[src/rtl/imf_pkg.sv]
package imf_pkg;
   localparam int IMF_DATA_W    = 32;
   localparam int IMF_ADDR_SHIFT = 8;   // physical address = register value << 8
   localparam int IMF_SNOOP_POS = 30;   // write-only agent bit
   localparam logic [IMF_DATA_W-1:0] IMF_RMASK_RST = 32'hBFFF_FFFF;
   localparam logic [IMF_DATA_W-1:0] IMF_WMASK_RST = 32'hFFFF_FFFF;

   typedef enum logic [1:0] {
      SEL_LO    = 2'd0,
      SEL_HI    = 2'd1,
      SEL_RMASK = 2'd2,
      SEL_WMASK = 2'd3
   } imf_sel_e;
endpackage

[src/rtl/imf_region.sv]
module imf_region
   import imf_pkg::*;
#(
   parameter int ADDR_W   = 32,
   parameter int GRAN_LSB = 10
) (
   input  logic                  clk,
   input  logic                  rst_n,
   input  logic                  wr_en,
   input  logic [1:0]            sel,
   input  logic [IMF_DATA_W-1:0] wdata,
   output logic [IMF_DATA_W-1:0] rdata,
   input  logic [ADDR_W-GRAN_LSB-1:0] blk,
   input  logic                  is_write,
   input  logic [IMF_DATA_W-1:0] agent,
   output logic                  deny
);
   localparam int BLK_W   = ADDR_W - GRAN_LSB;
   localparam int FLD_LSB = GRAN_LSB - IMF_ADDR_SHIFT;
   localparam int PAD_HI  = IMF_DATA_W - FLD_LSB - BLK_W;
   localparam logic [IMF_DATA_W-1:0] SNOOP_BIT = IMF_DATA_W'(1) << IMF_SNOOP_POS;

   logic [BLK_W-1:0]      lo_q, hi_q;
   logic                  lock_q;
   logic [IMF_DATA_W-1:0] rmask_q, wmask_q;
   logic [IMF_DATA_W-1:0] perm;
   logic                  hit;

   always_ff @(posedge clk or negedge rst_n) begin
      if (!rst_n) begin
         lo_q    <= '0;
         hi_q    <= '0;
         lock_q  <= 1'b0;
         rmask_q <= IMF_RMASK_RST;
         wmask_q <= IMF_WMASK_RST;
      end else if (wr_en && !lock_q) begin
         unique case (imf_sel_e'(sel))
            SEL_LO: begin
               if (wdata[IMF_DATA_W-1]) lock_q <= 1'b1;
               else                     lo_q   <= wdata[FLD_LSB +: BLK_W];
            end
            SEL_HI:    hi_q    <= wdata[FLD_LSB +: BLK_W];
            SEL_RMASK: rmask_q <= wdata;
            SEL_WMASK: wmask_q <= wdata;
            default: ;
         endcase
      end
   end

   always_comb begin
      unique case (imf_sel_e'(sel))
         SEL_LO:    rdata = {lock_q, {(PAD_HI-1){1'b0}}, lo_q, {FLD_LSB{1'b0}}};
         SEL_HI:    rdata = {{PAD_HI{1'b0}}, hi_q, {FLD_LSB{1'b0}}};
         SEL_RMASK: rdata = rmask_q;
         SEL_WMASK: rdata = wmask_q;
         default:   rdata = '0;
      endcase
   end

   assign hit  = (blk >= lo_q) && (blk <= hi_q);
   assign perm = is_write ? wmask_q : (rmask_q | SNOOP_BIT);
   assign deny = hit && ((agent & perm) == '0);

   AST_LOCK_STICKY: assert property (@(posedge clk) disable iff (!rst_n)
      lock_q |=> lock_q);

   AST_LOCKED_FROZEN: assert property (@(posedge clk) disable iff (!rst_n)
      (lock_q && wr_en) |=> ($stable(lo_q) && $stable(hi_q) &&
                             $stable(rmask_q) && $stable(wmask_q)));
endmodule

[src/rtl/imf_status.sv]
module imf_status
   import imf_pkg::*;
#(
   parameter int ADDR_W = 32
) (
   input  logic                  clk,
   input  logic                  rst_n,
   input  logic                  evt,
   input  logic [ADDR_W-1:0]     evt_addr,
   input  logic [IMF_DATA_W-1:0] evt_agent,
   input  logic                  evt_write,
   output logic                  captured,
   output logic [ADDR_W-1:0]     cap_addr,
   output logic [IMF_DATA_W-1:0] cap_agent,
   output logic                  cap_write
);
   always_ff @(posedge clk or negedge rst_n) begin
      if (!rst_n) begin
         captured  <= 1'b0;
         cap_addr  <= '0;
         cap_agent <= '0;
         cap_write <= 1'b0;
      end else if (evt && !captured) begin
         captured  <= 1'b1;
         cap_addr  <= evt_addr;
         cap_agent <= evt_agent;
         cap_write <= evt_write;
      end
   end

   AST_FIRST_HELD: assert property (@(posedge clk) disable iff (!rst_n)
      captured |=> ($stable(cap_addr) && $stable(cap_agent) && $stable(cap_write)));
endmodule

[src/rtl/memguard_filter.sv]
module memguard_filter
   import imf_pkg::*;
#(
   parameter int NUM_REGIONS = 8,
   parameter int ADDR_W      = 32,
   parameter int GRAN_LSB    = 10,
   parameter int CFG_AW      = 8,
   parameter int BASE_OFF    = 'h40
) (
   input  logic                  clk,
   input  logic                  rst_n,
   input  logic                  cfg_wr,
   input  logic [CFG_AW-1:0]     cfg_addr,
   input  logic [IMF_DATA_W-1:0] cfg_wdata,
   output logic [IMF_DATA_W-1:0] cfg_rdata,
   input  logic                  txn_valid,
   input  logic [ADDR_W-1:0]     txn_addr,
   input  logic                  txn_write,
   input  logic [IMF_DATA_W-1:0] txn_agent,
   input  logic [IMF_DATA_W-1:0] txn_wdata,
   output logic                  resp_valid,
   output logic                  resp_allow,
   output logic                  mem_wr_en,
   output logic [IMF_DATA_W-1:0] mem_wdata,
   input  logic [IMF_DATA_W-1:0] mem_rdata,
   output logic [IMF_DATA_W-1:0] rd_data,
   output logic                  viol_reset
);
   localparam int BLK_W    = ADDR_W - GRAN_LSB;
   localparam int STAT_OFF = BASE_OFF + 4 * NUM_REGIONS;
   localparam logic [CFG_AW-1:0] STAT_A   = CFG_AW'(STAT_OFF);
   localparam logic [CFG_AW-3:0] BASE_W4  = (CFG_AW-2)'(BASE_OFF / 4);

   // elaboration-time parameter checks
   if (NUM_REGIONS < 1)                       begin : g_chk_n   $error("NUM_REGIONS must be at least 1"); end
   if ((BASE_OFF % 4) != 0)                   begin : g_chk_al  $error("BASE_OFF must be word-group aligned"); end
   if (STAT_OFF + 3 > (1 << CFG_AW))          begin : g_chk_sp  $error("register map exceeds CFG_AW"); end
   if (ADDR_W != IMF_DATA_W)                  begin : g_chk_aw  $error("ADDR_W must equal the register width"); end
   if (GRAN_LSB - IMF_ADDR_SHIFT + BLK_W >= IMF_DATA_W)
                                              begin : g_chk_fld $error("address field collides with lock bit"); end

   logic [NUM_REGIONS-1:0] deny_vec;
   logic [NUM_REGIONS-1:0] rgn_sel;
   logic [IMF_DATA_W-1:0]  rgn_rdata [NUM_REGIONS];
   logic [IMF_DATA_W-1:0]  bank_rdata;

   for (genvar g = 0; g < NUM_REGIONS; g++) begin : g_rgn
      assign rgn_sel[g] = (cfg_addr[CFG_AW-1:2] == BASE_W4 + (CFG_AW-2)'(g));
      imf_region #(.ADDR_W(ADDR_W), .GRAN_LSB(GRAN_LSB)) rgn_i (
         .clk      (clk),
         .rst_n    (rst_n),
         .wr_en    (cfg_wr && rgn_sel[g]),
         .sel      (cfg_addr[1:0]),
         .wdata    (cfg_wdata),
         .rdata    (rgn_rdata[g]),
         .blk      (txn_addr[ADDR_W-1:GRAN_LSB]),
         .is_write (txn_write),
         .agent    (txn_agent),
         .deny     (deny_vec[g])
      );
   end

   always_comb begin
      bank_rdata = '0;
      for (int i = 0; i < NUM_REGIONS; i++)
         if (rgn_sel[i]) bank_rdata = bank_rdata | rgn_rdata[i];
   end

   // decision register
   logic                  deny_any;
   logic                  vld_q, allow_q, write_q;
   logic [IMF_DATA_W-1:0] wdata_q;

   assign deny_any = |deny_vec;

   always_ff @(posedge clk or negedge rst_n) begin
      if (!rst_n) begin
         vld_q   <= 1'b0;
         allow_q <= 1'b0;
         write_q <= 1'b0;
         wdata_q <= '0;
      end else begin
         vld_q   <= txn_valid;
         allow_q <= txn_valid && !deny_any;
         write_q <= txn_valid && txn_write;
         wdata_q <= txn_wdata;
      end
   end

   assign resp_valid = vld_q;
   assign resp_allow = allow_q;
   assign mem_wr_en  = vld_q && write_q && allow_q;
   assign mem_wdata  = wdata_q;
   assign rd_data    = (vld_q && !allow_q) ? '1 : mem_rdata;

   // first-violation capture
   logic                  cap_vld, cap_write;
   logic [ADDR_W-1:0]     cap_addr;
   logic [IMF_DATA_W-1:0] cap_agent;

   imf_status #(.ADDR_W(ADDR_W)) stat_i (
      .clk       (clk),
      .rst_n     (rst_n),
      .evt       (txn_valid && deny_any),
      .evt_addr  (txn_addr),
      .evt_agent (txn_agent),
      .evt_write (txn_write),
      .captured  (cap_vld),
      .cap_addr  (cap_addr),
      .cap_agent (cap_agent),
      .cap_write (cap_write)
   );

   assign viol_reset = cap_vld;

   always_comb begin
      if (|rgn_sel)                     cfg_rdata = bank_rdata;
      else if (cfg_addr == STAT_A)      cfg_rdata = cap_addr;
      else if (cfg_addr == STAT_A + 1)  cfg_rdata = cap_agent;
      else if (cfg_addr == STAT_A + 2)  cfg_rdata = {{(IMF_DATA_W-2){1'b0}}, cap_write, cap_vld};
      else                              cfg_rdata = '0;
   end

   AST_AGENT_ONEHOT: assert property (@(posedge clk) disable iff (!rst_n)
      txn_valid |-> ($countones(txn_agent) == 1));

   AST_RESP_ONE_CYCLE: assert property (@(posedge clk) disable iff (!rst_n)
      txn_valid |=> resp_valid);

   AST_DENY_DROPS_WRITE: assert property (@(posedge clk) disable iff (!rst_n)
      (resp_valid && !resp_allow) |-> !mem_wr_en);

   AST_DENY_READ_ONES: assert property (@(posedge clk) disable iff (!rst_n)
      (txn_valid && !txn_write && deny_any) |=> (rd_data == '1));

   AST_VIOL_STICKY: assert property (@(posedge clk) disable iff (!rst_n)
      viol_reset |=> viol_reset);

   AST_VIOL_ON_DENY: assert property (@(posedge clk) disable iff (!rst_n)
      (txn_valid && deny_any) |=> viol_reset);
endmodule

[config.mk]
export PLATFORM = sky130hd
export DESIGN_NAME = memguard_filter
export DESIGN_NICKNAME = d
export VERILOG_FILES = /design/src/rtl/imf_pkg.sv /design/src/rtl/imf_region.sv /design/src/rtl/imf_status.sv /design/src/rtl/memguard_filter.sv
export SDC_FILE = /design/constraint.sdc
export NUM_CORES = 2
export LEC_CHECK = 0
export ABC_AREA = 1
export BUFFER_PORTS_ARGS = -buffer_cell sky130_fd_sc_hd__buf_2
export CAP_MARGIN = 10
export CORE_MARGIN = 2
export CORE_UTILIZATION = 35
export CTS_CLUSTER_SIZE = 40
export DETAILED_ROUTE_END_ITERATION = 12
export PLACE_DENSITY = 0.53
export SYNTH_ARGS = -nofsm -noshare
export SYNTH_HDL_FRONTEND = slang
export SYNTH_SLANG_ARGS = --single-unit
[constraint.sdc]
create_clock -name clk -period 9.8 [get_ports clk]
set_input_delay 2.94 -clock clk [delete_from_list [all_inputs] [get_ports clk]]
set_output_delay 2.94 -clock clk [all_outputs]
set_load 0.005 [all_outputs]
==> results.md <==
* Outcome: finished clean
* PD cells at 148 nW/um^2
* Final Hold Vio Count at 0
* Worst Hold Slack at 469 ps
* Minimum clock period after layout at 9360 ps
* Final global-route overflow total at 0
* Max-Cap Viols at 0
* Final Cycle Share at 95.5%
* Vias in the first global route at 51.9k
* Tightest Pin Transition at 1230 ps
* FF+latch count, synth at 973
* # Post-CTS Setup Buffers at 0
* Slowest stage cell, crit path: inv_1
* DRC violations left at 0
* Req. time, crit path at 6860 ps
* Hold Crit Start: stat_i.cap_addr[9]$_DFFE_PN0P_
* Ys async rst share at 100%
* Area occupied by multi-input gates at 26400 um^2
* CTS sink cnt at 973
* Setup slack after layout at 438 ps
* Critical Path Sink Type: output pin
* Worst hold path class: flip-flop to flip-flop
* Die width at 408 um
* Most used cell, CP: inv_1
* GP Congestion at 1.00
* Mean post-synth cell area at 7.52 um^2
* Fillers at 17.0k
* CORE AREA at 163000 um^2
* I/O pins at 273
* Fin nets at 8184
* Initial core utilization at 35.2%
* WP buf/inv at 6
* Clk_skew at 77.6 ps
* Util after Layout at 39.8%
* Vias/cell at 5.60
* Largest net degree at the start of global routing at 154
* Vias at 55.6k
* CTS Buf Count at 115
* I/O Buffers at 272
* Detail Placement HPWL at 191000 um
* WL/cell at 27.6 um
* Worst-path fanout max at 7
* Synthesized instance count at 7608
* Layout area overhead at 13.2%
* Reg-to-reg critical path startpoint: g_rgn[2].rgn_i.hi_q[21]$_DFFE_PN0P_
* Post-DP Area at 60800 um^2
* R2r setup slk at 5510 ps
* RSZ-0062 raised after global routing: false
* Clk root buf: clkbuf_16
* Critical-path cell list: buf_2 > inv_1 > nor2_1 > nand2_1 > nor2_4 > inv_1 > buf_4 > a211oi_1 > nor3_1 > nand2_1 > o21ai_0 > inv_1 > buf_2
* H-tree Lvls at 3
* CP delay by family, top: buffers and inverters
* FF/Latch Area at 25000 um^2
* CTS Hold Bufs at 0
* Crit start category: primary input
* IR drop worst, VDD at 0.000177 V
* Global-route wire length before repair at 388000 um
* Post-synth EDFFs at 0
* Clk buf depth at 3
* Post-cts sizing count at 0
* Initial DRC Count at 7107
* Commonest non-fill, non-tap cell in the layout: nand2_1
* Clock Pin Slew Worst Setup and Hold Paths at 60 ps
* Routed Antenna Nets at 0
* CTS tree: built
* Post-Syn Area at 57200 um^2
* Slowest stage delay, CP at 730 ps
* Relative slew slack at 17.6%
* Leak Pwr at 27.5 nW
* Crit path from: cfg_addr[4]
* Die Y-Extent at 408 um
* Most frequent cells in the layout: 2170 x nand2_1, 1058 x inv_1, 1057 x o21ai_0, 504 x dfstp_2, 469 x dfrtp_1
* Setup TNS at 0 ps
* Rows at 148
* Finished Cell Area at 64800 um^2
* Yosys warns at 0
* Clk Latency, worst-skew pair at 810 ps
* Setup WS pre-CTS at 665 ps
* Worst Setup Path Type: primary input to output pin
* Total GRT Usage at 32.2%
* Drt total wl at 275000 um
* Post-Syn Nets at 8133
* Slew Limit Fails at 0
* Die ar. at 167000 um^2
* Sequential area share after synthesis at 43.7%
* Setup violations, final at 0
* WP data arrival at 6420 ps
* Synth cell types at 51
* Share of cells above drive strength 1 at 15.0%
* Pre-antenna DRT Iters at 9
* Fmax at 107 MHz
* Antenna violations before repair at 26
* Prevailing post-synth register cell: dfstp_2
report_power, final:
part	internal (mW)	total, mW	switching (mW)	leakage (nW)
sequential	4.07	4.09	0.0183	11.6
clock	2.53	4.45	1.92	1.90
combinational	0.255	1.04	0.787	14.0
total	6.85	9.58	2.73	27.5
tightest hold or removal path: stages (launching register included):
cell and delay [ps]:
dfrtp_1 340, nand2_1 60, nand2_1 40
cells in the mapped netlist, types with 4 or more instances:
library cell | count | share of area [%]
nand2_1 | 2195 | 14
inv_1 | 1063 | 7.0
o21ai_0 | 1057 | 9.2
dfstp_2 | 504 | 23
dfrtp_1 | 469 | 21
clkbuf_1 | 404 | 2.7
nand3_1 | 363 | 3.2
ha_1 | 352 | 7.7
a21oi_1 | 276 | 2.4
nor2_1 | 248 | 1.6
o22ai_1 | 129 | 1.4
o221ai_1 | 73 | 1.1
nand4_1 | 72 | 0.79
a221oi_1 | 53 | 0.81
buf_2 | 52 | 0.45
o211ai_1 | 52 | 0.68
o21ai_1 | 45 | 0.39
o21bai_1 | 21 | 0.28
a211oi_1 | 19 | 0.25
nor3_1 | 18 | 0.16
a31oi_1 | 17 | 0.19
o2111ai_1 | 15 | 0.23
buf_1 | 13 | 0.085
buf_4 | 11 | 0.14
o31ai_1 | 10 | 0.13
a21o_1 | 7 | 0.092
a22oi_1 | 6 | 0.079
a41oi_1 | 6 | 0.092
buf_6 | 6 | 0.12
o21a_1 | 6 | 0.079
or2_2 | 6 | 0.066
a22o_1 | 5 | 0.077
nor4_1 | 4 | 0.044
metal layers:
metal / vias to the layer above / GRT usage, % / routed length [um]
met5: - / 0 / 103
met4: 18 / 18.3 / 18000
met3: 669 / 6.81 / 28400
met2: 3103 / 46.6 / 113000
met1: 26900 / 44.4 / 115000
li1: 24900 / - / -
state kept, by name, indices dropped and copies added (netlist names):
register and cells:
g_rgn.rgn_i.lock_q 8, stat_i.cap_agent 32, resp_valid 1, resp_allow 1
g_rgn.rgn_i.hi_q 176, write_q 1, stat_i.cap_write 1, stat_i.cap_addr 32
g_rgn.rgn_i.rmask_q 256, mem_wdata 32, stat_i.captured 1, g_rgn.rgn_i.lo_q 176
g_rgn.rgn_i.wmask_q 256
final cells by class:
type / instances / area share (%)
sequential: 973 / 38.6
timing repair buffer: 420 / 4.25
tap: 2175 / 4.20
multi-input combinational: 5080 / 40.7
clock buffer: 187 / 5.47
antenna: 3 / 0.0116
clock inverter: 33 / 0.551
inverter: 1069 / 6.21
stage by stage:
stage	total power [mW]	cells
after floorplan	4.62	7608
after global placement	5.15	9716
after detailed placement	5.16	9716
after CTS	9.60	9936
after global routing	9.87	9938
final	9.58	9940
path summary, 6_finish.rpt:
kind                                                               end  cells past startpoint
worst max-delay path                                     cfg_rdata[13]                     13
worst min register to register          stat_i.cap_addr[9]$_DFFE_PN0P_                      2
worst max register to register         stat_i.cap_addr[11]$_DFFE_PN0P_                     14
min in group asynchronous           g_rgn[4].rgn_i.hi_q[7]$_DFFE_PN0P_                      1
max in group asynchronous       g_rgn[3].rgn_i.rmask_q[28]$_DFFE_PN1P_                      3
worst min-delay path                    stat_i.cap_addr[9]$_DFFE_PN0P_                      2
logic make-up after synthesis:
logic type / after synthesis / synth area share [%]
AND/OR/NAND/NOR: 2918 / 20.4
AO/OA/AOI/OAI: 1810 / 17.8
buffers and inverters: 1555 / 10.5
flip-flops: 973 / 43.7
adder cells (fa/ha/maj): 352 / 7.70
No activity file was read; power rests on OpenSTA's default activity.
